==> config.mk <==
export PLATFORM = sky130hd
export DESIGN_NAME = lfsr_word_gen
export DESIGN_NICKNAME = d
export VERILOG_FILES = /design/src/rtl/lfsr_word_pkg.sv /design/src/rtl/lfsr_pace_tick.sv /design/src/rtl/lfsr_xnor_core.sv /design/src/rtl/lfsr_step_seq.sv /design/src/rtl/lfsr_word_gen.sv
export SDC_FILE = /design/constraint.sdc
export NUM_CORES = 1
export LEC_CHECK = 0
export BUFFER_PORTS_ARGS = -buffer_cell sky130_fd_sc_hd__buf_2
export CAP_MARGIN = 20
export CORE_MARGIN = 2
export CORE_UTILIZATION = 25
export DETAILED_ROUTE_END_ITERATION = 6
export PLACE_DENSITY_LB_ADDON = 0.2
export SYNTH_ARGS = -nofsm -noshare
export SYNTH_HDL_FRONTEND = slang
export SYNTH_SLANG_ARGS = --single-unit
==> constraint.sdc <==
create_clock -name clk -period 1.7 [get_ports clk]
set_clock_uncertainty 0.1 [all_clocks]
set_input_delay 0 -clock clk [delete_from_list [all_inputs] [get_ports clk]]
set_output_delay 0 -clock clk [all_outputs]
set_load 0.02 [all_outputs]
==> src/rtl/lfsr_word_pkg.sv <==
package lfsr_word_pkg;
  localparam int unsigned WORD_W = 4;

  typedef enum logic [0:0] {
    SEQ_IDLE = 1'b0,
    SEQ_RUN  = 1'b1
  } seq_state_e;
endpackage

==> src/rtl/lfsr_pace_tick.sv <==
module lfsr_pace_tick #(
  parameter int unsigned PACE_DIV = 1
) (
  input  logic clk,
  input  logic rst,
  output logic tick_o
);
  generate
    if (PACE_DIV <= 1) begin : g_free
      assign tick_o = 1'b1;
    end else begin : g_div
      localparam int unsigned CW = $clog2(PACE_DIV);
      localparam logic [CW-1:0] LAST = CW'(PACE_DIV - 1);
      logic [CW-1:0] cnt_q;

      always_ff @(posedge clk) begin
        if (rst) cnt_q <= '0;
        else if (cnt_q == LAST) cnt_q <= '0;
        else cnt_q <= cnt_q + 1'b1;
      end

      assign tick_o = (cnt_q == LAST);

      assert_tick_spacing_R9: assert property (@(posedge clk) disable iff (rst)
        tick_o |=> !tick_o);
    end
  endgenerate
endmodule

==> src/rtl/lfsr_xnor_core.sv <==
module lfsr_xnor_core #(
  parameter int unsigned WIDTH = 4,
  parameter int unsigned TAP_A = 3,
  parameter int unsigned TAP_B = 0
) (
  input  logic             clk,
  input  logic             rst,
  input  logic             step_i,
  input  logic             load_i,
  input  logic [WIDTH-1:0] seed_i,
  output logic [WIDTH-1:0] state_o,
  output logic [WIDTH-1:0] next_o
);
  localparam logic [WIDTH-1:0] LOCKUP = '1;

  logic [WIDTH-1:0] state_q;
  logic [WIDTH-1:0] seed_fixed;
  logic             fb;

  assign fb         = ~(state_q[TAP_A] ^ state_q[TAP_B]);
  assign next_o     = {state_q[WIDTH-2:0], fb};
  assign seed_fixed = (seed_i == LOCKUP) ? '0 : seed_i;
  assign state_o    = state_q;

  always_ff @(posedge clk) begin
    if (rst)         state_q <= '0;
    else if (load_i) state_q <= seed_fixed;
    else if (step_i) state_q <= next_o;
  end

  assert_no_lockup_R2: assert property (@(posedge clk) disable iff (rst)
    state_q != LOCKUP);

  assert_shift_path_R3: assert property (@(posedge clk) disable iff (rst)
    (step_i && !load_i) |=> state_q[WIDTH-1:1] == $past(state_q[WIDTH-2:0]));

  assert_hold_idle_R6: assert property (@(posedge clk) disable iff (rst)
    (!step_i && !load_i) |=> $stable(state_q));

  assert_seed_fix_R7: assert property (@(posedge clk) disable iff (rst)
    (load_i && seed_i == LOCKUP) |=> state_q == '0);
endmodule

==> src/rtl/lfsr_step_seq.sv <==
module lfsr_step_seq
  import lfsr_word_pkg::*;
#(
  parameter int unsigned STEPS = 4
) (
  input  logic clk,
  input  logic rst,
  input  logic req_i,
  input  logic single_i,
  input  logic load_i,
  input  logic tick_i,
  output logic step_o,
  output logic done_o,
  output logic valid_o
);
  localparam int unsigned CW = $clog2(STEPS + 1);
  localparam logic [CW-1:0] FULL = CW'(STEPS);
  localparam logic [CW-1:0] ONE  = CW'(1);

  seq_state_e     st_q;
  logic [CW-1:0]  left_q;
  logic           valid_q;

  assign step_o  = (st_q == SEQ_RUN) && tick_i && !load_i;
  assign done_o  = step_o && (left_q == ONE);
  assign valid_o = valid_q;

  always_ff @(posedge clk) begin
    if (rst) begin
      st_q    <= SEQ_IDLE;
      left_q  <= '0;
      valid_q <= 1'b0;
    end else begin
      valid_q <= done_o;
      if (load_i) begin
        st_q   <= SEQ_IDLE;
        left_q <= '0;
      end else if (st_q == SEQ_IDLE) begin
        if (req_i) begin
          st_q   <= SEQ_RUN;
          left_q <= single_i ? ONE : FULL;
        end
      end else if (step_o) begin
        left_q <= left_q - 1'b1;
        if (left_q == ONE) st_q <= SEQ_IDLE;
      end
    end
  end

  assert_valid_pulse_R5: assert property (@(posedge clk) disable iff (rst)
    valid_q |=> !valid_q);

  assert_count_bound_R4: assert property (@(posedge clk) disable iff (rst)
    left_q <= FULL);

  assert_idle_on_valid_R6: assert property (@(posedge clk) disable iff (rst)
    valid_q |-> st_q == SEQ_IDLE);

  assert_load_cancel_R7: assert property (@(posedge clk) disable iff (rst)
    load_i |=> (st_q == SEQ_IDLE) && !valid_q);
endmodule

==> src/rtl/lfsr_word_gen.sv <==
module lfsr_word_gen
  import lfsr_word_pkg::*;
#(
  parameter int unsigned WIDTH    = WORD_W,
  parameter int unsigned TAP_A    = 3,
  parameter int unsigned TAP_B    = 0,
  parameter int unsigned PACE_DIV = 1
) (
  input  logic             clk,
  input  logic             rst,
  input  logic             req_i,
  input  logic             single_i,
  input  logic             load_i,
  input  logic [WIDTH-1:0] seed_i,
  output logic [WIDTH-1:0] word_o,
  output logic             valid_o
);
  logic             tick;
  logic             step;
  logic             done;
  logic [WIDTH-1:0] state;
  logic [WIDTH-1:0] nxt;
  logic [WIDTH-1:0] word_q;

  lfsr_pace_tick #(.PACE_DIV(PACE_DIV)) u_tick (
    .clk    (clk),
    .rst    (rst),
    .tick_o (tick)
  );

  lfsr_step_seq #(.STEPS(WIDTH)) u_seq (
    .clk      (clk),
    .rst      (rst),
    .req_i    (req_i),
    .single_i (single_i),
    .load_i   (load_i),
    .tick_i   (tick),
    .step_o   (step),
    .done_o   (done),
    .valid_o  (valid_o)
  );

  lfsr_xnor_core #(.WIDTH(WIDTH), .TAP_A(TAP_A), .TAP_B(TAP_B)) u_core (
    .clk     (clk),
    .rst     (rst),
    .step_i  (step),
    .load_i  (load_i),
    .seed_i  (seed_i),
    .state_o (state),
    .next_o  (nxt)
  );

  always_ff @(posedge clk) begin
    if (rst)       word_q <= '0;
    else if (done) word_q <= nxt;
  end

  assign word_o = word_q;

  assert_word_matches_R4: assert property (@(posedge clk) disable iff (rst)
    valid_o |-> word_o == state);

  assert_word_hold_R7: assert property (@(posedge clk) disable iff (rst)
    !done |=> $stable(word_q));
endmodule

### Word-level counts from Yosys, hierarchy flattened

Cells that the tools add are included.

| word-level totals | value |
|---|---|
| bits in registers | 13 |
| input port bits | 9 |
| output and inout port bits | 5 |
| word-level logic and storage cells | 29 |

| cells by class | value |
|---|---|
| add/sub/neg operators | 1 |
| eq/ne operators | 3 |
| muxes and demuxes | 11 |
| bitwise gates (word level) | 2 |
| reductions and logical operators | 7 |

Operator list:

| operator | count |
|---|---|
| $mux W3 | 4 |
| $mux W4 | 3 |
| $eq A4 B4 Y1 const B | 1 |
| $mux W1 | 4 |
| $reduce_bool A2 Y1 | 2 |
| $eq A3 B1 Y1 const B | 1 |
| $sub A3 B1 Y3 const B | 1 |
| $logic_and A1 B1 Y1 | 2 |
| $ne A2 B1 Y1 const B | 1 |
| $reduce_and A2 Y1 | 1 |
| $reduce_or A2 Y1 | 1 |
| $logic_not A1 Y1 | 1 |
| $not A1 Y1 | 1 |
| $xor A1 B1 Y1 | 1 |

### Depth between registers and ports, before layout

| depth | value |
|---|---|
| word-level depth | 4 |
| mapped depth | 6 |
| mapped depth without buffers | 5 |

### By module

Synthesis repeated with hierarchy kept, for this count alone.

| second synthesis, totals | value |
|---|---|
| cell total of the unflattened synthesis | 74 |
| area total of the unflattened synthesis | 674.4 um2 |

By module, submodules not included:

| module | times used | cells an instance | area an instance (um2) | seq. area each (um2) |
|---|---|---|---|---|
| lfsr_step_seq | 1 | 28 | 271.5 | 100.1 |
| lfsr_xnor_core | 1 | 31 | 251.5 | 80.1 |
| lfsr_word_gen | 1 | 13 | 140.1 | 80.1 |
| lfsr_pace_tick | 1 | 2 | 11.3 | 0.0 |

### Worst setup path before layout

OpenSTA, ideal clock, no wires.

| timing path | value |
|---|---|
| path type | register -> register |
| from | register u_seq.left_q[0] |
| to | register word_q[1], in the netlist word_o[1] |
| setup time | 0.114 ns |
| arrival time | 1.011 ns |
| required time | 1.486 ns |
| slack | 0.475 ns |
| stages on the path, launching flop included | 6 |
| clock period less this slack | 1.225 ns |
| cells stage by stage | dfxtp_1 ha_1 and4bb_1 buf_6 mux2i_1 nor2_1 |

| on the way | value |
|---|---|
| cells in the longest elaborated chain, start to end | 2 |

Ends and longest elaborated chain:

| what | line | RTL |
|---|---|---|
| from (decl) | lfsr_step_seq.sv:21 | `logic [CW-1:0] left_q;` |
| from (signal assigned) | lfsr_step_seq.sv:41 | `left_q <= single_i ? ONE : FULL;` |
| from (signal assigned) | lfsr_step_seq.sv:44 | `left_q <= left_q - 1'b1;` |
| $eq A3 B1 Y1 | lfsr_step_seq.sv:25 | `assign done_o = step_o && (left_q == ONE);` |
| $logic_and A1 B1 Y1 | lfsr_step_seq.sv:25 |  |
| to (signal assigned) | lfsr_word_gen.sv:55 | `else if (done) word_q <= nxt;` |
| to (decl) | lfsr_word_gen.sv:23 | `logic [WIDTH-1:0] word_q;` |

No other way between the ends.
A chain may end at the register's enable or synchronous reset.

### Worst setup path after layout

Same ends and word-level chain as after synthesis.

==> results.md <==
* Fmax at 713 MHz
* Largest stage delay on the critical path at 0.39 ns
* Clk pwr share at 31.7%
* Largest net degree at the start of global routing at 9
* Cell area after layout at 779 um2
* I/O Buffers at 13
* Slew headroom at 80.5%
* Tmin final at 1.40 ns
* Layout cells sized above 1 at 22.5%
* Hold Path Depth at 3
* CP max stage cell: dfxtp_1
* WL per Instance at 10.5 um
* Cell Int Power at 0.449 mW
* HP Class: primary input to flop
* Gr ovfl total at 0
* Comb power frac at 12.5%
* P_sw at 0.136 mW
* Syn Nets at 68
* Dpl cells at 96
* Sw Share at 23.3%
* Syn Std Cell Area at 593 um2
* Slew Limit Fails at 0
* Clock-pin slew on the worst setup and hold paths at 0.08 ns
* Area contributors post-synth: dfxtp_1, mux2i_1, o2bb2ai_1, ha_1, buf_6
* Predominant post-synthesis flop cell: dfxtp_1
* Avg Synthesized Cell Area at 10.4 um2
* Worst hold endpoint: u_core.state_o[0]$_SDFFE_PP0P_
* RD Place Congestion at 0.720
* Core box area at 2230 um2
* Post-synth EDFFs at 0
* Reg2reg end: word_o[1]$_SDFFE_PP0P_
* Final Hold Vio Count at 0
* Die height at 52.7 um
* First-pass GRT wire length at 1910 um
* Number of vias in the routed layout at 463
* Total setup buffers inserted after CTS at 0
* Chip width at 52.7 um
* Routed Antenna Nets at 0
* Sequential share of power at 55.8%
* Syn. warnings at 0
* Final Setup Violations at 0
* Skew-Pair Late Insertion Delay at 0.27 ns
* CTS Buf Count at 3
* Total Wirelength at 1140 um
* Crit path max fanout at 6
* Die area at 2780 um2
* Final design utilization at 34.9%
* Placed Instance Area at 673 um2
* VDD IR max at 0.340 mV
* Resize count post-CTS at 0
* Slew @ Worst Pin at 0.292 ns
* # diodes at 0
* Tcrit/Tclk final at 82.5%
* Hpwl dp at 842 um
* Leak at 0.309 nW
* Final std cells w/o fill at 108
* Initial core utilization at 26.6%
* Fillcell total at 233
* Cell variety after synth at 23
* Setup_tns at 0 ns
* Status: finished, final reports clean
* Delay-heaviest family, CP: simple AND/OR/NAND/NOR gates
* RSZ-0062 raised after global routing: false
* Startpoint types: flop
* Storage element area at 260 um2
* Commonest cells in the netlist: dfxtp_1, mux2i_1, nor2_1, o2bb2ai_1, nor2b_1
* H-tree levels at 1
* Syn Inst Count at 57
* 1st-pass router iterations at 4
* CP Buf/Inv Count at 0
* TritonCTS clock tree: done
* Synth top area share at 43.9%
* Multi-input gate area at 298 um2
* Worst r2r src: u_seq.left_q[0]$_SDFFE_PP0P_
* Initial antenna violation count at 0
* Setup slack, reg-to-reg at 0.30 ns
* Vias in the first global route at 433
* Pwr dens at 751 nW/um2
* Top-level port count at 14
* Crit path kind: flop to flop
* Synthesis-to-finish area growth at 31.4%
* Vias/cell at 4.29
* Max Cap Viol at 0
* Starting DRT DRC Count at 7
* Synth Register Bits at 13
* GR Util All Layers at 9.77%
* Most frequent cell after synthesis: dfxtp_1
* FP Rows at 17
* Critical path arrival at 1.47 ns
* Final worst setup slack at 0.298 ns
* Asr flop ratio synth at 0%
* Dpl ws at 0.298 ns
* Clk sinks at 13
* R2R cell count at 4
* Critical path capture point type: flop
* Hold path start: seed_i[0]
* Synth area leader: dfxtp_1
* Worst-case clock buffer depth at 2
* Post-synthesis sequential area ratio at 43.9%
* DRC viols at 0
* CP required at 1.77 ns
* # nets final at 92
* Clk root buf: clkbuf_4
* CP Cell Sequence: ha_1, and4bb_1, mux2i_1, nor2_1
-- repair_timing --
item                                    in CTS  in global routing
hold endpoints to repair                    13                  0
hold buffers                                 8                  0
endpoints found under the setup margin       0                  0
-- sequential cells by signal, indices dropped and copies added (netlist names) --
register	cells
word_o	4
u_seq.left_q	3
u_seq.valid_o	1
u_seq.st_q	1
u_core.state_o	4
-- how the worst max path moves through the flow --
| stage | cells past startpoint | slack [ns] | endpoint | start |
|---|---|---|---|---|
| floorplan | 5 | 0.47 | word_o[1]$_SDFFE_PP0P_ | u_seq.left_q[0]$_SDFFE_PP0P_ |
| global placement | 4 | 0.31 | word_o[3]$_SDFFE_PP0P_ | u_seq.left_q[0]$_SDFFE_PP0P_ |
| detailed placement | 4 | 0.30 | word_o[1]$_SDFFE_PP0P_ | u_seq.left_q[0]$_SDFFE_PP0P_ |
| CTS | 4 | 0.27 | word_o[1]$_SDFFE_PP0P_ | u_seq.left_q[0]$_SDFFE_PP0P_ |
| global route | 5 | 0.16 | word_o[1]$_SDFFE_PP0P_ | u_seq.left_q[1]$_SDFFE_PP0P_ |
| finish | 4 | 0.30 | word_o[1]$_SDFFE_PP0P_ | u_seq.left_q[0]$_SDFFE_PP0P_ |
-- layout make-up --
class	count	share of cell area, %
Multi-Input combinational cell	39	38.2
Inverter	2	0.963
Tap cell	28	4.49
Sequential cell	13	33.4
Clock buffer	4	3.37
Timing Repair Buffer	22	19.6
-- through the flow --
| step | hold slack, ns | total power, mW |
|---|---|---|
| detailed placement | 0.123 | 0.394 |
| finish | 0.381 | 0.585 |
| CTS | 0.359 | 0.605 |
| global route | 0.376 | 0.629 |
| global placement | 0.118 | 0.394 |
| floorplan | -0.0284 | 0.371 |
-- per-layer routing --
metal	routed length (um)	GRT usage, %	share of wire, %	vias to the layer above
met3	44	3.71	3.9	2
met1	536	12.4	47	204
met2	539	13.5	47	6
met4	14	6.41	1.2	0
li1	-	-	-	251
met5	0	0	0	-
-- cell families after synthesis --
family,after synthesis,share of synthesized area [%]
muxes,7,11.8
xor gates and xnor gates,2,2.95
AOI/OAI and AO/OA,10,14.1
adders and majority gates,2,4.22
buffers and inverters,5,5.91
and+or+nand+nor,18,17.1
DFF,13,43.9
-- worst min-delay path, cell delays in order --
cell,delay [ns]
dlygate4sd3_1,0.52
buf_2,0.11
o2bb2ai_1,0.10
-- cells in the final DEF, fill, tap and decap left out, types with 2 or more instances in the layout --
| cell type | n |
|---|---|
| buf_2 | 13 |
| nor2b_1 | 3 |
| ha_1 | 2 |
| xnor2_1 | 2 |
| mux2i_1 | 7 |
| inv_1 | 2 |
| o2bb2ai_1 | 4 |
| clkbuf_4 | 3 |
| dfxtp_1 | 13 |
| nor2_1 | 6 |
| nand2b_1 | 2 |
| dlygate4sd3_1 | 8 |
| nor3_1 | 2 |
-- power by group through the flow --
stage	clock network [mW]	registers, mW	logic [mW]
3_3_place_gp	0	0.334	0.0597
2_1_floorplan	0	0.330	0.0410
5_1_grt	0.220	0.329	0.0799
6_report	0.186	0.327	0.0729
4_1_cts	0.204	0.327	0.0736
3_5_place_dp	0	0.334	0.0594
No activity file was read; power rests on OpenSTA's default activity.
